<file path="config.mk">
export PLATFORM = sky130hd
export DESIGN_NAME = upscale_seq_ctrl
export DESIGN_NICKNAME = d
export VERILOG_FILES = /design/src/rtl/upx_pkg.sv /design/src/rtl/upx_in_count.sv /design/src/rtl/upx_seq.sv /design/src/rtl/upx_decode.sv /design/src/rtl/upscale_seq_ctrl.sv
export SDC_FILE = /design/constraint.sdc
export NUM_CORES = 1
export LEC_CHECK = 0
export BUFFER_PORTS_ARGS = -buffer_cell sky130_fd_sc_hd__clkbuf_2
export CORE_UTILIZATION = 49
export CTS_CLUSTER_DIAMETER = 80
export DETAILED_ROUTE_END_ITERATION = 10
export PLACE_DENSITY = 0.74
export SETUP_SLACK_MARGIN = 0.1
export SYNTH_ARGS = -nofsm -noshare
export SYNTH_HDL_FRONTEND = slang
export SYNTH_SLANG_ARGS = --single-unit
</file>
<file path="constraint.sdc">
create_clock -name clk -period 1.8 [get_ports clk]
set_input_delay 0.36 -clock clk [delete_from_list [all_inputs] [get_ports clk]]
set_output_delay 0.36 -clock clk [all_outputs]
set_load 0.03 [all_outputs]
</file>
<file path="src/rtl/upx_pkg.sv">
package upx_pkg;
  typedef enum logic [1:0] {
    MODE_ORIG = 2'd0,
    MODE_HORZ = 2'd1,
    MODE_VERT = 2'd2,
    MODE_CENT = 2'd3
  } upx_mode_e;

  typedef enum logic [1:0] {
    PH_WAIT = 2'd0,
    PH_EVEN = 2'd1,
    PH_ODD  = 2'd2
  } upx_phase_e;
endpackage

</file>
<file path="src/rtl/upx_in_count.sv">
module upx_in_count #(
  parameter int IN_COLS  = 20,
  parameter int IN_COL_W = $clog2(IN_COLS)
) (
  input  logic                clk,
  input  logic                rst,
  input  logic                in_valid,
  output logic [IN_COL_W-1:0] wr_col,
  output logic                line_done
);
  localparam logic [IN_COL_W-1:0] LAST_IN = IN_COL_W'(IN_COLS - 1);

  always_ff @(posedge clk) begin
    if (rst)
      wr_col <= '0;
    else if (in_valid)
      wr_col <= (wr_col == LAST_IN) ? '0 : wr_col + 1'b1;
  end

  assign line_done = in_valid && (wr_col == LAST_IN);

  AST_WR_WRAP: assert property (@(posedge clk) disable iff (rst)
    line_done |=> wr_col == '0);
  AST_WR_HOLD: assert property (@(posedge clk) disable iff (rst)
    !in_valid |=> $stable(wr_col));
endmodule

</file>
<file path="src/rtl/upx_seq.sv">
module upx_seq
  import upx_pkg::*;
#(
  parameter int OUT_COLS = 40,
  parameter int OUT_ROWS = 8,
  parameter int COL_W    = $clog2(OUT_COLS),
  parameter int ROW_W    = $clog2(OUT_ROWS)
) (
  input  logic             clk,
  input  logic             rst,
  input  logic             line_done,
  output upx_phase_e       phase,
  output logic [COL_W-1:0] col,
  output logic [ROW_W-1:0] row
);
  localparam int RDY_W = 2;
  localparam logic [COL_W-1:0] LAST_COL = COL_W'(OUT_COLS - 1);
  localparam logic [ROW_W-1:0] LAST_ROW = ROW_W'(OUT_ROWS - 1);
  localparam logic [RDY_W-1:0] RDY_MAX  = '1;

  logic [RDY_W-1:0] ready;
  logic             row_end;
  logic             take;

  assign row_end = (col == LAST_COL);
  assign take = (ready != '0) &&
                ((phase == PH_WAIT) || (phase == PH_ODD && row_end));

  always_ff @(posedge clk) begin
    if (rst) begin
      phase <= PH_WAIT;
      col   <= '0;
      row   <= '0;
      ready <= '0;
    end else begin
      ready <= ready + RDY_W'(line_done) - RDY_W'(take);
      case (phase)
        PH_WAIT: begin
          if (take) begin
            phase <= PH_EVEN;
            col   <= '0;
          end
        end
        PH_EVEN: begin
          if (row_end) begin
            phase <= PH_ODD;
            col   <= '0;
            row   <= row + 1'b1;
          end else begin
            col <= col + 1'b1;
          end
        end
        PH_ODD: begin
          if (row_end) begin
            col   <= '0;
            row   <= (row == LAST_ROW) ? '0 : row + 1'b1;
            phase <= take ? PH_EVEN : PH_WAIT;
          end else begin
            col <= col + 1'b1;
          end
        end
        default: phase <= PH_WAIT;
      endcase
    end
  end

  AST_NO_OVERFLOW: assert property (@(posedge clk) disable iff (rst)
    !(ready == RDY_MAX && line_done && !take));
  AST_START_GATED: assert property (@(posedge clk) disable iff (rst)
    (phase == PH_EVEN && $past(phase) != PH_EVEN) |-> $past(ready) != '0 || $past(phase) == PH_ODD);
  AST_EVEN_PARITY: assert property (@(posedge clk) disable iff (rst)
    phase == PH_EVEN |-> row[0] == 1'b0);
  AST_ODD_FOLLOWS: assert property (@(posedge clk) disable iff (rst)
    (phase == PH_EVEN && row_end) |=> phase == PH_ODD && col == '0);
endmodule

</file>
<file path="src/rtl/upx_decode.sv">
module upx_decode
  import upx_pkg::*;
#(
  parameter int OUT_COLS = 40,
  parameter int OUT_ROWS = 8,
  parameter int COL_W    = $clog2(OUT_COLS),
  parameter int ROW_W    = $clog2(OUT_ROWS)
) (
  input  logic             clk,
  input  logic             rst,
  input  upx_phase_e       phase,
  input  logic [COL_W-1:0] col,
  input  logic [ROW_W-1:0] row,
  output logic             out_valid,
  output upx_mode_e        out_mode,
  output logic [COL_W-1:0] out_col,
  output logic [ROW_W-1:0] out_row,
  output logic             bnd_col,
  output logic             bnd_row,
  output logic             sof
);
  localparam logic [COL_W-1:0] LAST_COL = COL_W'(OUT_COLS - 1);
  localparam logic [ROW_W-1:0] LAST_ROW = ROW_W'(OUT_ROWS - 1);

  logic active;
  assign active = (phase != PH_WAIT);

  always_ff @(posedge clk) begin
    if (rst) begin
      out_valid <= 1'b0;
      out_mode  <= MODE_ORIG;
      out_col   <= '0;
      out_row   <= '0;
      bnd_col   <= 1'b0;
      bnd_row   <= 1'b0;
      sof       <= 1'b0;
    end else begin
      out_valid <= active;
      out_mode  <= upx_mode_e'({row[0], col[0]});
      out_col   <= col;
      out_row   <= row;
      bnd_col   <= active && (col == LAST_COL);
      bnd_row   <= active && (row == LAST_ROW);
      sof       <= active && (col == '0) && (row == '0);
    end
  end

  AST_COL_STEP: assert property (@(posedge clk) disable iff (rst)
    (out_valid && !bnd_col) |=> out_valid && out_col == $past(out_col) + 1'b1);
  AST_EDGE_COL: assert property (@(posedge clk) disable iff (rst)
    bnd_col |=> !out_valid || out_col == '0);
  AST_EDGE_ROW: assert property (@(posedge clk) disable iff (rst)
    bnd_row |-> out_valid && out_row[0]);
  AST_SOF_ORIGIN: assert property (@(posedge clk) disable iff (rst)
    sof |-> out_valid && out_mode == MODE_ORIG);
endmodule

</file>
<file path="src/rtl/upscale_seq_ctrl.sv">
module upscale_seq_ctrl
  import upx_pkg::*;
#(
  parameter int IN_COLS  = 20,
  parameter int IN_ROWS  = 4,
  parameter int OUT_COLS = 2 * IN_COLS,
  parameter int OUT_ROWS = 2 * IN_ROWS,
  parameter int IN_COL_W = $clog2(IN_COLS),
  parameter int COL_W    = $clog2(OUT_COLS),
  parameter int ROW_W    = $clog2(OUT_ROWS)
) (
  input  logic                clk,
  input  logic                rst,
  input  logic                in_valid,
  output logic [IN_COL_W-1:0] wr_col,
  output logic                out_valid,
  output logic [1:0]          out_mode,
  output logic [COL_W-1:0]    out_col,
  output logic [ROW_W-1:0]    out_row,
  output logic                bnd_col,
  output logic                bnd_row,
  output logic                sof
);
  logic             line_done;
  upx_phase_e       phase;
  logic [COL_W-1:0] col;
  logic [ROW_W-1:0] row;
  upx_mode_e        mode_q;

  upx_in_count #(.IN_COLS(IN_COLS), .IN_COL_W(IN_COL_W)) u_in (
    .clk(clk), .rst(rst), .in_valid(in_valid),
    .wr_col(wr_col), .line_done(line_done)
  );

  upx_seq #(.OUT_COLS(OUT_COLS), .OUT_ROWS(OUT_ROWS),
            .COL_W(COL_W), .ROW_W(ROW_W)) u_seq (
    .clk(clk), .rst(rst), .line_done(line_done),
    .phase(phase), .col(col), .row(row)
  );

  upx_decode #(.OUT_COLS(OUT_COLS), .OUT_ROWS(OUT_ROWS),
               .COL_W(COL_W), .ROW_W(ROW_W)) u_dec (
    .clk(clk), .rst(rst), .phase(phase), .col(col), .row(row),
    .out_valid(out_valid), .out_mode(mode_q), .out_col(out_col),
    .out_row(out_row), .bnd_col(bnd_col), .bnd_row(bnd_row), .sof(sof)
  );

  assign out_mode = mode_q;
endmodule

</file>
# Word level (Yosys, flattened, before mapping)
# Cells that the tools add are included.
[op_classes] div_mod_pow=0 bitwise=0 mux=13 add_sub_neg=5 n_lt_le_gt_ge=0 n_reduce_logical=19 shifts=0 multipliers=0 eq_ne=8
[ops] cell="$mux W6" count=2
[ops] cell="$pmux W6 S2" count=1
[ops] cell="$mux W3" count=3
[ops] cell="$reduce_bool A2 Y1" count=4
[ops] cell="$logic_and A1 B1 Y1" count=7
[ops] cell="$add A6 B1 Y6 const B" count=1
[ops] cell="$eq A6 B6 Y1 const B" count=1
[ops] cell="$logic_not A6 Y1" count=1
[ops] cell="$mux W2" count=3
[ops] cell="$ne A2 B1 Y1 const B" count=3
[ops] cell="$pmux W2 S3" count=1
[ops] cell="$pmux W3 S2" count=1
[ops] cell="$reduce_and A3 Y1" count=2
[ops] cell="$add A5 B1 Y5 const B" count=1
[ops] cell="$eq A5 B5 Y1 const B" count=1
[ops] cell="$mux W5" count=1
[ops] cell="$add A3 B1 Y3 const B" count=1
[ops] cell="$eq A3 B3 Y1 const B" count=1
[ops] cell="$logic_not A3 Y1" count=1
[ops] cell="$add A2 B1 Y2" count=1
[ops] cell="$eq A2 B1 Y1 const B" count=1
[ops] cell="$eq A2 B2 Y1 const B" count=1
[ops] cell="$logic_not A2 Y1" count=1
[ops] cell="$reduce_and A2 Y1" count=1
[ops] cell="other kinds (4)" count=4
[word_totals] mem_count=0 rom_bits=0 ff_bits=33 word_cells=57 mem_bits_rw=0 out_inout_bits=20 latch_bits=0 inputBits=3

# Logic depth before layout (Yosys ltp)
[logic_depth] ltp_word=7 depth_mapped=10 ltp_nobuf=10

# Modules after synthesis
# From an unflattened synthesis, not the netlist that was laid out.
[hier_totals] hier_cells=145 hier_area_um2=1410.1
[modules_own_cells] module="upx_seq" seq_area_each_um2=260.2 instances=1 cells_each=86 area_each_um2=745.7
[modules_own_cells] module="upx_decode" seq_area_each_um2=260.2 instances=1 cells_each=34 area_each_um2=416.6
[modules_own_cells] module="upx_in_count" seq_area_each_um2=100.1 instances=1 cells_each=25 area_each_um2=247.7

# Worst setup path after synthesis
# OpenSTA, ideal clock, no wires.
[synth_timing] path_kind="register -> register" start="register u_seq.col[0]" end="register u_seq.ready[1]" stages_incl_launch_ff=11 n_path_buf=0 t_arrival_ns=1.782 synth_period_minus_slack_ns=1.910 slack_ns=-0.110 required_ns=1.672 setup_ns=0.128 path_cell_list="dfxtp_1 ha_1 and3_1 a31oi_1 nor2_1 ha_1 inv_1 ha_1 xor2_1 xnor2_1 nor2_1"
[synth_between] elab_chain_cells=5
[synth_lines] item="start: declaration" line="upx_seq.sv:13" rtl="output logic [COL_W-1:0] col,"
[synth_lines] item="start signal: assignment" line="upx_seq.sv:50" rtl="col <= col + 1'b1;"
[synth_lines] item="start signal: assignment" line="upx_seq.sv:59" rtl="col <= col + 1'b1;"
[synth_lines] item="$eq A6 B6 Y1" line="upx_seq.sv:25" rtl="assign row_end = (col == LAST_COL);"
[synth_lines] item="$logic_and A1 B1 Y1" line="upx_seq.sv:27" rtl="((phase == PH_WAIT) || (phase == PH_ODD && row_end));"
[synth_lines] item="$logic_or A1 B1 Y1" line="upx_seq.sv:27"
[synth_lines] item="$logic_and A1 B1 Y1" line="upx_seq.sv:26" rtl="assign take = (ready != '0) &&"
[synth_lines] item="$sub A2 B1 Y2" line="upx_seq.sv:36" rtl="ready <= ready + RDY_W'(line_done) - RDY_W'(take);"
[synth_lines] item="end signal: assignment" line="upx_seq.sv:36"
[synth_lines] item="end: declaration" line="upx_seq.sv:21" rtl="logic [RDY_W-1:0] ready;"
# Every way passes these cells.
# A chain may end at the register's enable or synchronous reset.

# Final worst setup path
[layout_timing] start="register u_seq.col[1]" end="register u_seq.ready[1]"
# Same word-level chain as after synthesis.

==> results.yml <==
cells_and_area:
  most-common-layout-cells: "dfxtp_1, nor2_1, clkbuf_2, buf_4"
  nFillCells: 210
  drive_gt1_share_pct: 32.97
  final_util_pct: 67.16
  fin_cells: 215
  final_common_cell: "dfxtp_1"
  fin_area_sq_um: 1709
  syn_to_final_growth_pct: 26.95
  antenna_cells: 0
  nets: 201
timing:
  rsz0062_at_grt: "yes"
  period_minus_slack_ps: 1832
  period_share_pct: 101.8
  skew_ps: 5.036
  layout_setup_ws_ps: -32.19
  timing.fmax_ghz: 0.5458
  slew_viol_final: 0
  setup_viol: 1
  holdWs_ps: 421.4
  worst_pin_slew_ps: 491.2
  slew_headroom_pct: 67.25
  hold_violations: 0
outcome:
  violations: "negative setup slack"
  status: "complete, but fails checks"
min_path:
  hp-start: "in_valid"
  min_path_type: "in -> reg"
route:
  dr_total_vias: 1117
  drt_pass1_iterations: 4
  wirelength_microns: 2660
  drt_drc_violations_left: 0
  wl_per_cell_microns: 12.37
  via_per_inst: 5.195
  ant_nets: 0
  drt_iter0_markers: 30
logic_synthesis:
  synth_area_sq_um: 1346
  ys_seq_area_share_pct: 46.10
  ys_async_sr_fraction_pct: 0
  syn_inst: 145
  ys.flop_type: "dfxtp_1"
  synth_edf_count: 0
  ys_seq_elements: 31
  synthTopCellsByArea: "dfxtp_1, ha_1, nor2_1"
  yosys.cell_types.count: 30
  postSynthAreaPerCell_sq_um: 9.285
  yosysWarningCount: 0
  synth_nets: 160
  synth_top_area_share_pct: 46.10
  yosysTopAreaCell: "dfxtp_1"
cts:
  cts_root_buf: "clkbuf_4"
  cts_htree_levels: 2
  clk_latency_ps: 320
  cts.sinks: 31
  cts_made_buffers: 5
  clockBufferDepth: 2
  holdBufCountCts: 0
  cts_tree: "yes"
  path_clk_slew_ps: 90
setup_path:
  startpoint_type: "flop"
  path_buf_inv: 1
  critPathCaptureType: "flop"
  startpoint: "u_seq.col[1]"
  path_cells: "ha_4 -> and3_4 -> a31oi_4 -> nor2_1 -> ha_1 -> inv_2 -> ha_4 -> xor2_2 -> xnor2_1 -> nor2_1"
  cp.depth: 10
  required_ps: 1990
  slowest_delay_ps: 340
  arrival_ps: 2030
  reg2regPathDepth: 10
  crit_path_top_delay_cell: "dfxtp_2"
  r2r_end: "u_seq.ready[1]"
  critical_path.top_delay_family: "adder cells"
  path_class: "reg -> reg"
  r2r_slack_ps: -30
  crit_path_max_fanout: 2
  endpoint: "u_seq.ready[1]"
  reg2reg_from: "u_seq.col[1]"
global_route:
  first_global_vias: 1040
  grt_usage_pct: 21.05
  grt_pass1_wl_microns: 4395
  antenna_found_initial: 0
  grt_remaining_overflow: 0
  grt_max_degree: 24
power_and_ir_drop:
  leakagePower_nw: 0.7302
  vdd_ir_drop_max_mv: 0.4771
  power_density_nw_per_um2: 665.7
place:
  placed_cell_area_sq_um: 1619
  place_ws_ps: -84.80
  hpwl_microns: 2063
  placed_cells_incl_taps: 209
  io_buffers: 22
  gp_congestion: 0.8714
floorplanning:
  dieArea_sq_um: 2961
  placementRows: 18
  die_h_microns: 54.42
  fp.dieW_microns: 54.42
  initial_core_util_pct: 52.90
  core-area_sq_um: 2545
  num_io_pins: 23
run:
  max-cap-violations: 0
worst min-delay path by stage:
stage / endpoint / depth (start not counted)
2_1_floorplan: u_dec.out_valid / 1
3_3_place_gp: u_dec.out_row[1] / 2
3_5_place_dp: u_dec.out_row[1] / 2
4_1_cts: u_in.wr_col[2] / 4
5_1_grt: u_in.wr_col[1] / 4
6_report: u_in.wr_col[2] / 4
state kept, by name, summed over array words and instances, names as in the netlist:
| name | flops |
|---|---|
| u_dec.out_col | 6 |
| u_dec.bnd_col | 1 |
| u_seq.ready | 2 |
| u_dec.sof | 1 |
| u_dec.bnd_row | 1 |
| u_in.wr_col | 5 |
| u_dec.out_row | 3 |
| u_seq.phase | 2 |
| u_dec.out_valid | 1 |
| u_seq.col | 6 |
| u_seq.row | 3 |
power by group:
group / total [W] / internal, W / leakage, nW / switching [W]
logic: 0.0000896 / 0.0000366 / 0.454 / 0.0000530
clock network: 0.000348 / 0.000139 / 0.0242 / 0.000209
registers: 0.000700 / 0.000694 / 0.252 / 0.00000609
total: 0.00114 / 0.000869 / 0.730 / 0.000268
metrics by stage:
| stage | total power [W] | setup TNS, ps |
|---|---|---|
| final | 0.001138 | -32.19 |
| after floorplan | 0.0007711 | 0 |
| after detailed placement | 0.0008007 | -84.80 |
| after global routing | 0.001195 | -446.2 |
| after global placement | 0.0007975 | -26.80 |
| after CTS | 0.001148 | -59.25 |
per-layer routing:
| layer | track usage, % | part of all wire [%] | up-vias | wire length [microns] |
|---|---|---|---|---|
| met4 | 5.128 | 0.38 | 0 | 10 |
| met1 | 24.71 | 46 | 529 | 1211 |
| met3 | 6.667 | 3.0 | 3 | 79 |
| met5 | 0 | 0 | - | 0 |
| met2 | 36.79 | 51 | 17 | 1359 |
| li1 | - | - | 568 | - |
cells in the mapped netlist (all sizes together) (3+ instances only):
master  number
xnor2        6
nor2b        6
xor2         3
nand2        5
nand3        5
inv         10
a21oi        6
ha          12
nor2        22
o21ai        9
dfxtp       31
nor3         4
repair_timing:
item / 4_1_cts / 5_1_grt
endpoints found under the setup margin: 3 / 10
pin swaps: 3 / 0
setup buffers: 0 / 0
gates resized for setup: 6 / 5
cell type report:
cell class                      count  area (sq um)  area share [%]
Multi-Input combinational cell    100         735.7           43.05
Sequential cell                    31         626.9           36.68
Timing Repair Buffer               38         230.2           13.47
Clock buffer                        6         41.29           2.416
Inverter                           10         37.54           2.196
Tap cell                           30         37.54           2.196
kinds of logic after synthesis:
family / share of synthesized area, %
AND/OR/NAND/NOR: 21.38
flip-flops: 46.10
AO/OA/AOI/OAI: 9.573
buffers and inverters: 4.461
adder cells (fa/ha/maj): 11.15
XOR/XNOR: 5.855
multiplexers: 1.487
worst min-delay path: stages:
cell and delay, ps:
clkbuf_2 90, nand2_1 100, xor2_1 80, nor2_1 80
Power figures use the tool's default switching activity.
